$ cat src/rtl/spi_loader_pkg.sv
package spi_loader_pkg;

  typedef enum logic [2:0] {
    ENG_IDLE,
    ENG_LEAD,
    ENG_HIGH,
    ENG_LOW,
    ENG_TAIL,
    ENG_GAP1,
    ENG_GAP2
  } eng_state_t;

  // Number of words a count write really sends: values above the store size saturate.
  function automatic int unsigned clamp_words(input logic [31:0] req, input int unsigned depth);
    if (req > depth) return depth;
    return req;
  endfunction

  // Rising edges a burst of n words produces.
  function automatic int unsigned burst_edges(input int unsigned n, input int unsigned w);
    return n * w;
  endfunction

  // True when the bit on the line is the final bit of the final word.
  function automatic logic final_bit(input int unsigned bits_left, input int unsigned words_left);
    return (bits_left == 0) && (words_left == 0);
  endfunction

endpackage

$ cat src/rtl/spi_loader_regs.sv
module spi_loader_regs #(
  parameter int DATA_W = 32,
  parameter int WORDS  = 16,
  parameter int CHAINS = 16,
  parameter int ADDR_W = 5,
  parameter int LEN_W  = 5
) (
  input  logic                    clk,
  input  logic                    rst_n,
  input  logic                    bus_wr,
  input  logic                    bus_rd,
  input  logic [ADDR_W-1:0]       bus_addr,
  input  logic [DATA_W-1:0]       bus_wdata,
  input  logic                    busy,
  output logic [DATA_W-1:0]       bus_rdata,
  output logic                    bus_ack,
  output logic                    bus_nomore,
  output logic [WORDS*DATA_W-1:0] mem_flat,
  output logic [CHAINS-1:0]       chain_mask,
  output logic                    start,
  output logic [LEN_W-1:0]        start_len
);
  import spi_loader_pkg::*;

  localparam int IDX_W = (WORDS > 1) ? $clog2(WORDS) : 1;
  localparam logic [ADDR_W-1:0] MASK_A = ADDR_W'(WORDS);
  localparam logic [ADDR_W-1:0] LEN_A  = ADDR_W'(WORDS + 1);
  localparam logic [ADDR_W-1:0] STAT_A = ADDR_W'(WORDS + 2);

  logic [DATA_W-1:0] mem_q [WORDS];
  logic [CHAINS-1:0] mask_q;
  logic [DATA_W-1:0] len_q;
  logic [DATA_W-1:0] rd_mux;

  logic is_mem, len_hit, refuse;
  assign is_mem  = bus_addr < MASK_A;
  assign len_hit = bus_wr && (bus_addr == LEN_A);
  assign refuse  = len_hit && busy;
  assign start   = len_hit && !busy && (bus_wdata != '0);
  assign start_len = LEN_W'(clamp_words(bus_wdata, WORDS));

  always_comb begin
    rd_mux = '0;
    if (is_mem)                 rd_mux = mem_q[bus_addr[IDX_W-1:0]];
    else if (bus_addr == MASK_A) rd_mux = DATA_W'(mask_q);
    else if (bus_addr == LEN_A)  rd_mux = len_q;
    else if (bus_addr == STAT_A) rd_mux = DATA_W'(busy);
  end

  always_ff @(posedge clk or negedge rst_n) begin
    if (!rst_n) begin
      for (int i = 0; i < WORDS; i++) mem_q[i] <= '0;
      mask_q     <= '0;
      len_q      <= '0;
      bus_ack    <= 1'b0;
      bus_nomore <= 1'b0;
      bus_rdata  <= '0;
    end else begin
      bus_ack    <= (bus_wr || bus_rd) && !refuse;
      bus_nomore <= refuse;
      bus_rdata  <= bus_rd ? rd_mux : '0;
      if (bus_wr && is_mem)               mem_q[bus_addr[IDX_W-1:0]] <= bus_wdata;
      if (bus_wr && bus_addr == MASK_A)   mask_q <= bus_wdata[CHAINS-1:0];
      if (len_hit && !busy)               len_q  <= bus_wdata;
    end
  end

  for (genvar g = 0; g < WORDS; g++) begin : g_flat
    assign mem_flat[g*DATA_W +: DATA_W] = mem_q[g];
  end

  assign chain_mask = mask_q;

endmodule

$ cat src/rtl/spi_loader_clkgen.sv
module spi_loader_clkgen #(
  parameter int SCK_HALF = 8
) (
  input  logic clk,
  input  logic rst_n,
  input  logic run,
  output logic tick
);
  localparam int CNT_W = (SCK_HALF > 1) ? $clog2(SCK_HALF) : 1;
  localparam logic [CNT_W-1:0] LAST = CNT_W'(SCK_HALF - 1);

  logic [CNT_W-1:0] cnt_q;

  assign tick = run && (cnt_q == LAST);

  always_ff @(posedge clk or negedge rst_n) begin
    if (!rst_n)      cnt_q <= '0;
    else if (!run)   cnt_q <= '0;
    else if (tick)   cnt_q <= '0;
    else             cnt_q <= cnt_q + 1'b1;
  end

endmodule

$ cat src/rtl/spi_loader_engine.sv
module spi_loader_engine #(
  parameter int DATA_W = 32,
  parameter int WORDS  = 16,
  parameter int CHAINS = 16,
  parameter int LEN_W  = 5
) (
  input  logic                    clk,
  input  logic                    rst_n,
  input  logic                    start,
  input  logic [LEN_W-1:0]        start_len,
  input  logic [WORDS*DATA_W-1:0] mem_flat,
  input  logic [CHAINS-1:0]       chain_mask,
  input  logic                    tick,
  output logic                    sck,
  output logic                    mosi,
  output logic [CHAINS-1:0]       cs_n,
  output logic                    run,
  output logic                    bit_rise,
  output logic                    burst_end
);
  import spi_loader_pkg::*;

  localparam int BIT_W = (DATA_W > 1) ? $clog2(DATA_W) : 1;
  localparam int REST_W = WORDS * DATA_W;

  eng_state_t        state_q;
  logic [DATA_W-1:0] cur_q;
  logic [REST_W-1:0] rest_q;
  logic [BIT_W-1:0]  bits_left_q;
  logic [LEN_W-1:0]  words_left_q;
  logic              sck_q;
  logic [CHAINS-1:0] cs_q;
  logic              at_end;

  assign at_end    = final_bit(bits_left_q, words_left_q);
  assign run       = (state_q != ENG_IDLE);
  assign bit_rise  = tick && (state_q == ENG_LEAD || state_q == ENG_LOW);
  assign burst_end = tick && (state_q == ENG_GAP2);
  assign sck       = sck_q;
  assign mosi      = cur_q[DATA_W-1];
  assign cs_n      = cs_q;

  always_ff @(posedge clk or negedge rst_n) begin
    if (!rst_n) begin
      state_q      <= ENG_IDLE;
      cur_q        <= '0;
      rest_q       <= '0;
      bits_left_q  <= '0;
      words_left_q <= '0;
      sck_q        <= 1'b0;
      cs_q         <= '1;
    end else begin
      unique case (state_q)
        ENG_IDLE: if (start) begin
          cur_q        <= mem_flat[DATA_W-1:0];
          rest_q       <= mem_flat >> DATA_W;
          bits_left_q  <= BIT_W'(DATA_W - 1);
          words_left_q <= start_len - 1'b1;
          cs_q         <= ~chain_mask;
          state_q      <= ENG_LEAD;
        end
        ENG_LEAD, ENG_LOW: if (tick) begin
          sck_q   <= 1'b1;
          state_q <= ENG_HIGH;
        end
        ENG_HIGH: if (tick) begin
          sck_q <= 1'b0;
          if (at_end) begin
            state_q <= ENG_TAIL;
          end else begin
            state_q <= ENG_LOW;
            if (bits_left_q == '0) begin
              cur_q        <= rest_q[DATA_W-1:0];
              rest_q       <= rest_q >> DATA_W;
              words_left_q <= words_left_q - 1'b1;
              bits_left_q  <= BIT_W'(DATA_W - 1);
            end else begin
              cur_q       <= cur_q << 1;
              bits_left_q <= bits_left_q - 1'b1;
            end
          end
        end
        ENG_TAIL: if (tick) begin
          cs_q    <= '1;
          cur_q   <= '0;
          state_q <= ENG_GAP1;
        end
        ENG_GAP1: if (tick) state_q <= ENG_GAP2;
        ENG_GAP2: if (tick) state_q <= ENG_IDLE;
        default:  state_q <= ENG_IDLE;
      endcase
    end
  end

endmodule

$ cat src/rtl/spi_chain_loader.sv
module spi_chain_loader #(
  parameter int DATA_W   = 32,
  parameter int WORDS    = 16,
  parameter int CHAINS   = 16,
  parameter int SCK_HALF = 8,
  localparam int ADDR_W  = $clog2(WORDS + 3),
  localparam int LEN_W   = $clog2(WORDS + 1)
) (
  input  logic              clk,
  input  logic              rst_n,
  input  logic              bus_wr,
  input  logic              bus_rd,
  input  logic [ADDR_W-1:0] bus_addr,
  input  logic [DATA_W-1:0] bus_wdata,
  output logic [DATA_W-1:0] bus_rdata,
  output logic              bus_ack,
  output logic              bus_nomore,
  output logic              busy,
  output logic              spi_sck,
  output logic              spi_mosi,
  output logic [CHAINS-1:0] spi_cs_n
);

  logic [WORDS*DATA_W-1:0] mem_flat;
  logic [CHAINS-1:0]       chain_mask;
  logic                    start_evt;
  logic [LEN_W-1:0]        start_len;
  logic                    tick;
  logic                    run;
  logic                    bit_rise;
  logic                    burst_end;

  spi_loader_regs #(
    .DATA_W(DATA_W), .WORDS(WORDS), .CHAINS(CHAINS), .ADDR_W(ADDR_W), .LEN_W(LEN_W)
  ) regs_i (
    .clk(clk), .rst_n(rst_n),
    .bus_wr(bus_wr), .bus_rd(bus_rd), .bus_addr(bus_addr), .bus_wdata(bus_wdata),
    .busy(run),
    .bus_rdata(bus_rdata), .bus_ack(bus_ack), .bus_nomore(bus_nomore),
    .mem_flat(mem_flat), .chain_mask(chain_mask),
    .start(start_evt), .start_len(start_len)
  );

  spi_loader_clkgen #(.SCK_HALF(SCK_HALF)) clkgen_i (
    .clk(clk), .rst_n(rst_n), .run(run), .tick(tick)
  );

  spi_loader_engine #(
    .DATA_W(DATA_W), .WORDS(WORDS), .CHAINS(CHAINS), .LEN_W(LEN_W)
  ) engine_i (
    .clk(clk), .rst_n(rst_n),
    .start(start_evt), .start_len(start_len),
    .mem_flat(mem_flat), .chain_mask(chain_mask),
    .tick(tick),
    .sck(spi_sck), .mosi(spi_mosi), .cs_n(spi_cs_n),
    .run(run), .bit_rise(bit_rise), .burst_end(burst_end)
  );

  assign busy = run;

endmodule

$ cat config.mk
export PLATFORM = sky130hd
export DESIGN_NAME = spi_chain_loader
export DESIGN_NICKNAME = d
export VERILOG_FILES = /design/src/rtl/spi_loader_pkg.sv /design/src/rtl/spi_loader_regs.sv /design/src/rtl/spi_loader_clkgen.sv /design/src/rtl/spi_loader_engine.sv /design/src/rtl/spi_chain_loader.sv
export SDC_FILE = /design/constraint.sdc
export NUM_CORES = 2
export LEC_CHECK = 0
export ABC_AREA = 1
export BUFFER_PORTS_ARGS = -buffer_cell sky130_fd_sc_hd__buf_2
export CAP_MARGIN = 10
export CORE_MARGIN = 5
export CORE_UTILIZATION = 35
export DETAILED_ROUTE_END_ITERATION = 8
export MAX_ROUTING_LAYER = met4
export PLACE_DENSITY = 0.54
export SLEW_MARGIN = 20
export SYNTH_ARGS = -nofsm -noshare
export SYNTH_HDL_FRONTEND = slang
export SYNTH_SLANG_ARGS = --single-unit
$ cat constraint.sdc
create_clock -name clk -period 2.6 [get_ports clk]
set_input_delay 0.39 -clock clk [delete_from_list [all_inputs] [get_ports clk]]
set_output_delay 0.39 -clock clk [all_outputs]
set_load 0.02 [all_outputs]
[Word level (Yosys, flattened, before mapping)]
Index checks and enable logic that the tools add are counted.
Word-level totals
  flip-flop bits (word level): 1171
  bits of input ports: 41
  output and inout bits: 53
  logic and storage cells: 137
Cells by class
  add/subtract/negate cells: 4
  magnitude comparators: 4
  eq/ne operators: 18
  muxes and demuxes: 51
  bitwise operators: 2
  reductions and logical operators: 29
Operators by type and width (number)
  2-to-1 mux 512 bit: 4
  case mux 512 bit (2 select lines): 1
  bitwise mux 512 bit: 1
  2-to-1 mux 32 bit: 12
  binary-select mux 32 bit (select 4 bit): 1
  demux 32 bit (select 4 bit): 1
  case mux 32 bit (3 select lines): 1
  2-to-1 mux 5 bit: 10
  greater-than comparator 32 x 5 -> 1 bit (second input constant): 1
  2-to-1 mux 16 bit: 2
  case mux 16 bit (2 select lines): 1
  nonzero test 32 bit: 1
  2-to-1 mux 3 bit: 9
  case mux 5 bit (2 select lines): 2
  case mux 3 bit (6 select lines): 1
  inverter 16 bit: 1
  == test 5 bit (second input constant): 3
  subtractor 5 x 1 -> 5 bit (second input constant): 3
  == test 3 bit (second input constant): 4
  inequality test 2 bit (second input constant): 6
  logical AND 1 bit: 10
  logical NOT 5 bit: 2
  AND reduction 5 bit: 2
  == test 3 x 2 -> 1 bit (second input constant): 2
  other kinds (18): 27

[Longest topological paths before layout]
  word-level depth: 6
  mapped depth: 15
  gate-level depth less buffers: 14

[Modules after synthesis]
Synthesis repeated with hierarchy kept, for this count alone.
Unflattened totals
  cells, all modules: 7648
  area total of the unflattened synthesis: 55678.4 um^2
Modules (own cells, without submodules)
  spi_loader_regs: instances 1, cells an instance 4137, area an instance 29035.3 um^2, seq. area each 14864.3 um^2
  spi_loader_engine: instances 1, cells an instance 3497, area an instance 26506.7 um^2, seq. area each 13583.0 um^2
  spi_loader_clkgen: instances 1, cells an instance 14, area an instance 136.4 um^2, seq. area each 75.1 um^2

[Worst setup path after synthesis]
OpenSTA, ideal clock, no wires.
  path kind: register -> register
  start point: register engine_i.state_q[0]
  end point: register engine_i.rest_q[100]
  library setup time: 0.130 ns
  arrival time: 1.960 ns
  data required time: 2.470 ns
  path slack: 0.509 ns
  cell stages (with the launch flop): 13
  path buffers: 2
  clock period less this slack: 2.091 ns
  cell sequence: dfrtp_1 nor2_1 inv_2 nor2_4 inv_1 nor2_1 nand2_1 nand2_2 nand2_4 nor2_4 buf_2 clkbuf_1 o21ai_1
On the way
  longest elaborated chain between the ends: 6
  elaborated cells on any way between the ends: 14
  those cells by class: eq/ne: 5; mux: 1; reduce/logical: 8
RTL lines
  start: declaration: RTL line spi_loader_engine.sv:26  | eng_state_t state_q;
  start signal: assignment: RTL line spi_loader_engine.sv:45  | state_q <= ENG_IDLE;
  start signal: assignment: RTL line spi_loader_engine.sv:60  | state_q <= ENG_LEAD;
  start signal: assignment: RTL line spi_loader_engine.sv:64  | state_q <= ENG_HIGH;
  nonzero test 3 bit (*): RTL line spi_loader_engine.sv:36  | assign run = (state_q != ENG_IDLE);
  named net busy: RTL line spi_chain_loader.sv:18  | output logic busy,
  logical NOT 1 bit
  logical AND 1 bit (2 in a row): RTL line spi_loader_regs.sv:39  | assign start = len_hit && !busy && (bus_wdata != '0);
  inequality test 2 x 1 -> 1 bit (no line)
  AND reduction 5 bit (no line) (*)
  end signal: assignment: RTL line spi_loader_engine.sv:56  | rest_q <= mem_flat >> DATA_W;
  end signal: assignment: RTL line spi_loader_engine.sv:74  | rest_q <= rest_q >> DATA_W;
  end: declaration: RTL line spi_loader_engine.sv:28  | logic [REST_W-1:0] rest_q;
The timed path passes the listed nets; every way through them passes the cells marked *.
A chain may end at the register's enable or synchronous reset.

[Final worst setup path]
  start point: register engine_i.bits_left_q[0]
  end point: register engine_i.cur_q[7]
On the way
  longest elaborated chain between the ends: 5
  elaborated cells on any way between the ends: 8
  those cells by class: eq/ne: 1; mux: 4; reduce/logical: 3
RTL lines
  start: declaration: RTL line spi_loader_engine.sv:29  | logic [BIT_W-1:0] bits_left_q;
  start signal: assignment: RTL line spi_loader_engine.sv:57  | bits_left_q <= BIT_W'(DATA_W - 1);
  start signal: assignment: RTL line spi_loader_engine.sv:76  | bits_left_q <= BIT_W'(DATA_W - 1);
  start signal: assignment: RTL line spi_loader_engine.sv:79  | bits_left_q <= bits_left_q - 1'b1;
  logical NOT 5 bit (*): RTL line spi_loader_pkg.sv:26, spi_loader_engine.sv:72
  2-to-1 mux 32 bit: RTL line spi_loader_engine.sv:72  | if (bits_left_q == '0) begin
  2-to-1 mux 32 bit: RTL line spi_loader_engine.sv:68  | if (at_end) begin
  2-to-1 mux 32 bit: RTL line spi_loader_engine.sv:66  | ENG_HIGH: if (tick) begin
  case mux 32 bit (3 select lines): RTL line spi_loader_engine.sv:53  | unique case (state_q)
  end signal: assignment: RTL line spi_loader_engine.sv:55  | cur_q <= mem_flat[DATA_W-1:0];
  end signal: assignment: RTL line spi_loader_engine.sv:73  | cur_q <= rest_q[DATA_W-1:0];
  end signal: assignment: RTL line spi_loader_engine.sv:78  | cur_q <= cur_q << 1;
  end: declaration: RTL line spi_loader_engine.sv:27  | logic [DATA_W-1:0] cur_q;
Mark *: on every way between the ends. The rest lies on a longest branch, timed or not. The select of a mux whose other input is x is not followed.

==> flow_metrics.py <==
metrics = {
    "clocking": {
        "cts_root_buffer": "clkbuf_16",
        "clockBufferDepth": 3,
        "cts_buffers": 118,
        "path_clk_slew_ps": 60,
        "cts.sinks": 1139,
        "worstSkewPairLatency_ps": 730,
        "cts_tree": "built",
        "htree_levels": 3,
    },
    "synth": {
        "synth_top_area_frac": 0.557,
        "synth_ff_type": "dfrtp_1",
        "synth.most_common_cell": "nand2_1",
        "synth-async-reset-ratio": 1.00,
        "synth_common_cells": "1718 x nand2_1, 1195 x o21ai_0, 1123 x dfrtp_1",
        "synth_cell_types": 36,
        "ys_seq_area_frac": 0.565,
        "ys_warn_count": 0,
        "syn-instance-count": 6082,
        "syn_area_um2": 50500,
        "synth.avg_cell_area_um2": 8.30,
        "synth_top_area_cell": "dfrtp_1",
        "ys_seq_elements": 1139,
        "syn-num-nets": 6127,
        "synth-edff-count": 0,
        "synthTopCellsByArea": "dfrtp_1 56%, nand2_1 13%, o21ai_0 12%",
    },
    "global_route": {
        "grt_pass1_vias": 39500,
        "track_usage": 0.211,
        "grt_pass1_wl_um": 244000,
        "grt_overflow": 0,
        "grt_max_degree": 268,
        "antenna_found_initial": 6,
    },
    "routing": {
        "via_per_inst": 5.15,
        "wl_per_cell_um": 19.6,
        "ant_nets": 0,
        "drtIter0Drc": 3467,
        "dr.pass1.iters": 6,
        "routed_wl_um": 159000,
        "num_vias": 41800,
        "drc": 0,
    },
    "critical_path": {
        "start_kind": "flop",
        "cpPeakStageDelay_ps": 410,
        "r2r-start": "engine_i.bits_left_q[0]$_DFFE_PN0P_",
        "critPathCaptureType": "flop",
        "r2r_slack_ps": 180,
        "cp.required_ps": 3200,
        "ff2ff_path_depth": 10,
        "critical-path-top-delay-family": "buffers and inverters",
        "path_cells": "inv_1, ha_1, nand3b_1, buf_4, nor3_1, a21oi_1, nand3_2, buf_4, nor2_1, a21oi_1",
        "cpMaxStageDelayCell": "buf_4",
        "r2r_end": "engine_i.cur_q[7]$_DFFE_PN0P_",
        "cp_max_fo": 34,
        "path_class": "reg -> reg",
        "worstPathArrival_ps": 3020,
        "path_buf_inv": 3,
    },
    "sta": {
        "fmax_mhz": 414,
        "setup_slack_ps": 184,
        "rsz0062_at_grt": "false",
        "drv_slew": 0,
        "tns_ps": 0,
        "slew_headroom": 0.226,
        "layout_min_cycle_time_ps": 2420,
        "hold_viol_final": 0,
        "min_period_over_period": 0.929,
        "worstMarginPinSlew_ps": 1160,
        "setup_viol": 0,
        "fin_skew_ps": 31.0,
    },
    "finish": {
        "final.fill_count": 14400,
        "area_delta_synth_final_pct": 16.8,
        "multi_input_area_um2": 18000,
        "layout-drive-gt1-share": 0.0966,
        "layout.nets": 6156,
        "final_util": 0.411,
        "seq_area_um2": 28500,
    },
    "worst_hold_path": {
        "min_to": "regs_i.len_q[21]$_DFFE_PN0P_",
        "hold_class": "in -> reg",
        "min_from": "bus_wdata[21]",
        "min_path_cells": 3,
    },
    "floorplan": {
        "io_pins": 94,
        "die-width_um": 390,
        "initial_utilization": 0.352,
        "dieArea_um2": 152000,
        "core_area_um2": 143000,
        "num_rows": 139,
        "die_h_um": 390,
    },
    "power": {
        "vdd_drop_max_v": 0.000838,
        "p_comb_frac": 0.303,
        "pwr_density_cell_nw_per_um2": 1020,
        "seqPwrFrac": 0.407,
        "leakage_nw": 26.9,
        "p_clk_frac": 0.290,
        "p_int_mw": 38.8,
        "switching_share": 0.358,
        "p_switching_mw": 21.6,
    },
    "placed_design": {
        "dpl_worst_slack_ps": -156,
        "hpwl_um": 96000,
        "port_buffers": 93,
        "gp_congestion": 0.825,
    },
    "flow_run": {
        "maxCapViolCount": 0,
    },
    "outcome": {
        "status": "completed",
    },
}
==> cell usage in the layout, fill, tap and decap left out, types with 6 or more instances in the layout <==
master	n
a21oi_1	111
a221oi_1	15
buf_12	105
buf_2	92
buf_4	142
clkbuf_1	25
clkbuf_16	126
clkbuf_8	38
clkinv_2	26
dfrtp_1	1123
dfstp_2	16
dlygate4sd3_1	15
inv_1	556
inv_2	6
nand2_1	1699
nand2_2	17
nand3_1	11
nand4_1	34
nor2_1	115
nor2_4	9
o21ai_0	1195
o21ai_1	439
o22ai_1	256
==> logic make-up after synthesis <==
| logic type | count (synthesis) | synth area share |
|---|---|---|
| AO/OA/AOI/OAI | 2020 | 0.208 |
| AND/OR/NAND/NOR | 1902 | 0.145 |
| flip-flops | 1139 | 0.565 |
| multiplexers | 1 | 0.000198 |
| buffers and inverters | 1015 | 0.0805 |
| XOR/XNOR | 1 | 0.000174 |
| adder cells (fa/ha/maj) | 4 | 0.000991 |
==> metal layers <==
layer,track usage,part of all wire,up-vias
met4,0.0492,0.024,0
li1,-,-,20000
met3,0.0322,0.053,219
met5,-,0,-
met2,0.327,0.46,1080
met1,0.294,0.46,20500
==> sequential cells by signal, indices dropped and copies added, names as in the netlist <==
signal and cells:
clkgen_i.cnt_q 3, engine_i.bits_left_q 5, engine_i.cs_n 16, engine_i.cur_q 32
engine_i.rest_q 480, engine_i.sck 1, engine_i.state_q 3, engine_i.words_left_q 5
regs_i.bus_ack 1, regs_i.bus_nomore 1, regs_i.bus_rdata 32, regs_i.chain_mask 16
regs_i.len_q 32, regs_i.mem_flat 512
==> power by group through the flow <==
stage	Clock (mW)	Sequential [mW]	Combinational (mW)
6_report	17.5	24.6	18.3
3_5_place_dp	0	24.9	17.8
3_3_place_gp	0	24.8	17.5
2_1_floorplan	0	24.4	12.9
4_1_cts	17.9	24.6	18.0
5_1_grt	18.5	25.1	20.8
==> metrics by stage <==
stage                     cells  total power [mW]  hold WS (ps)  instance area (um^2)
after detailed placement   7873              42.7           370                 54700
after CTS                  8109              60.4          19.5                 58800
after floorplan            6082              37.3          94.4                 50500
after global placement     7873              42.3           361                 54700
after global routing       8116              64.4          51.7                 59000
final                      8118              60.4          58.7                 59000
==> cell type report <==
type / count / share of cell area
repair buffers: 359 / 0.0659
well taps: 1903 / 0.0404
diodes: 3 / 0.000127
clock inverters: 35 / 0.00560
inverters: 565 / 0.0361
clock buffers: 186 / 0.0627
flip-flops and latches: 1139 / 0.484
multi-input cells: 3928 / 0.305
==> worst max path at each step <==
stage                                   startpoint  slack, ps  depth (start not counted)                          endpoint
2_1_floorplan      engine_i.state_q[0]$_DFFE_PN0P_        510                         12  engine_i.rest_q[100]$_DFFE_PN0P_
3_3_place_gp                         bus_wdata[19]       -130                         16  engine_i.rest_q[336]$_DFFE_PN0P_
3_5_place_dp                         bus_wdata[19]       -160                         16  engine_i.rest_q[340]$_DFFE_PN0P_
4_1_cts                              bus_wdata[19]         70                         17  engine_i.rest_q[273]$_DFFE_PN0P_
5_1_grt            engine_i.state_q[0]$_DFFE_PN0P_         20                         12   engine_i.rest_q[41]$_DFFE_PN0P_
6_report       engine_i.bits_left_q[0]$_DFFE_PN0P_        180                         10     engine_i.cur_q[7]$_DFFE_PN0P_
==> worst reg2reg max path: cells and delay by family (launching register included) <==
family	cells	cell delay (ps)
AO/OA/AOI/OAI	2	240
adder cells (fa/ha/maj)	1	230
buffers and inverters	3	730
flip-flops	1	340
AND/OR/NAND/NOR	4	740
==> timing repair <==
action,CTS,global route
endpoints found under the hold margin,120,0
resized for setup,0,8
setup endpoints to repair,0,459
hold buffers,15,0
setup buffers,0,3
(Power assumes the default switching activity.)
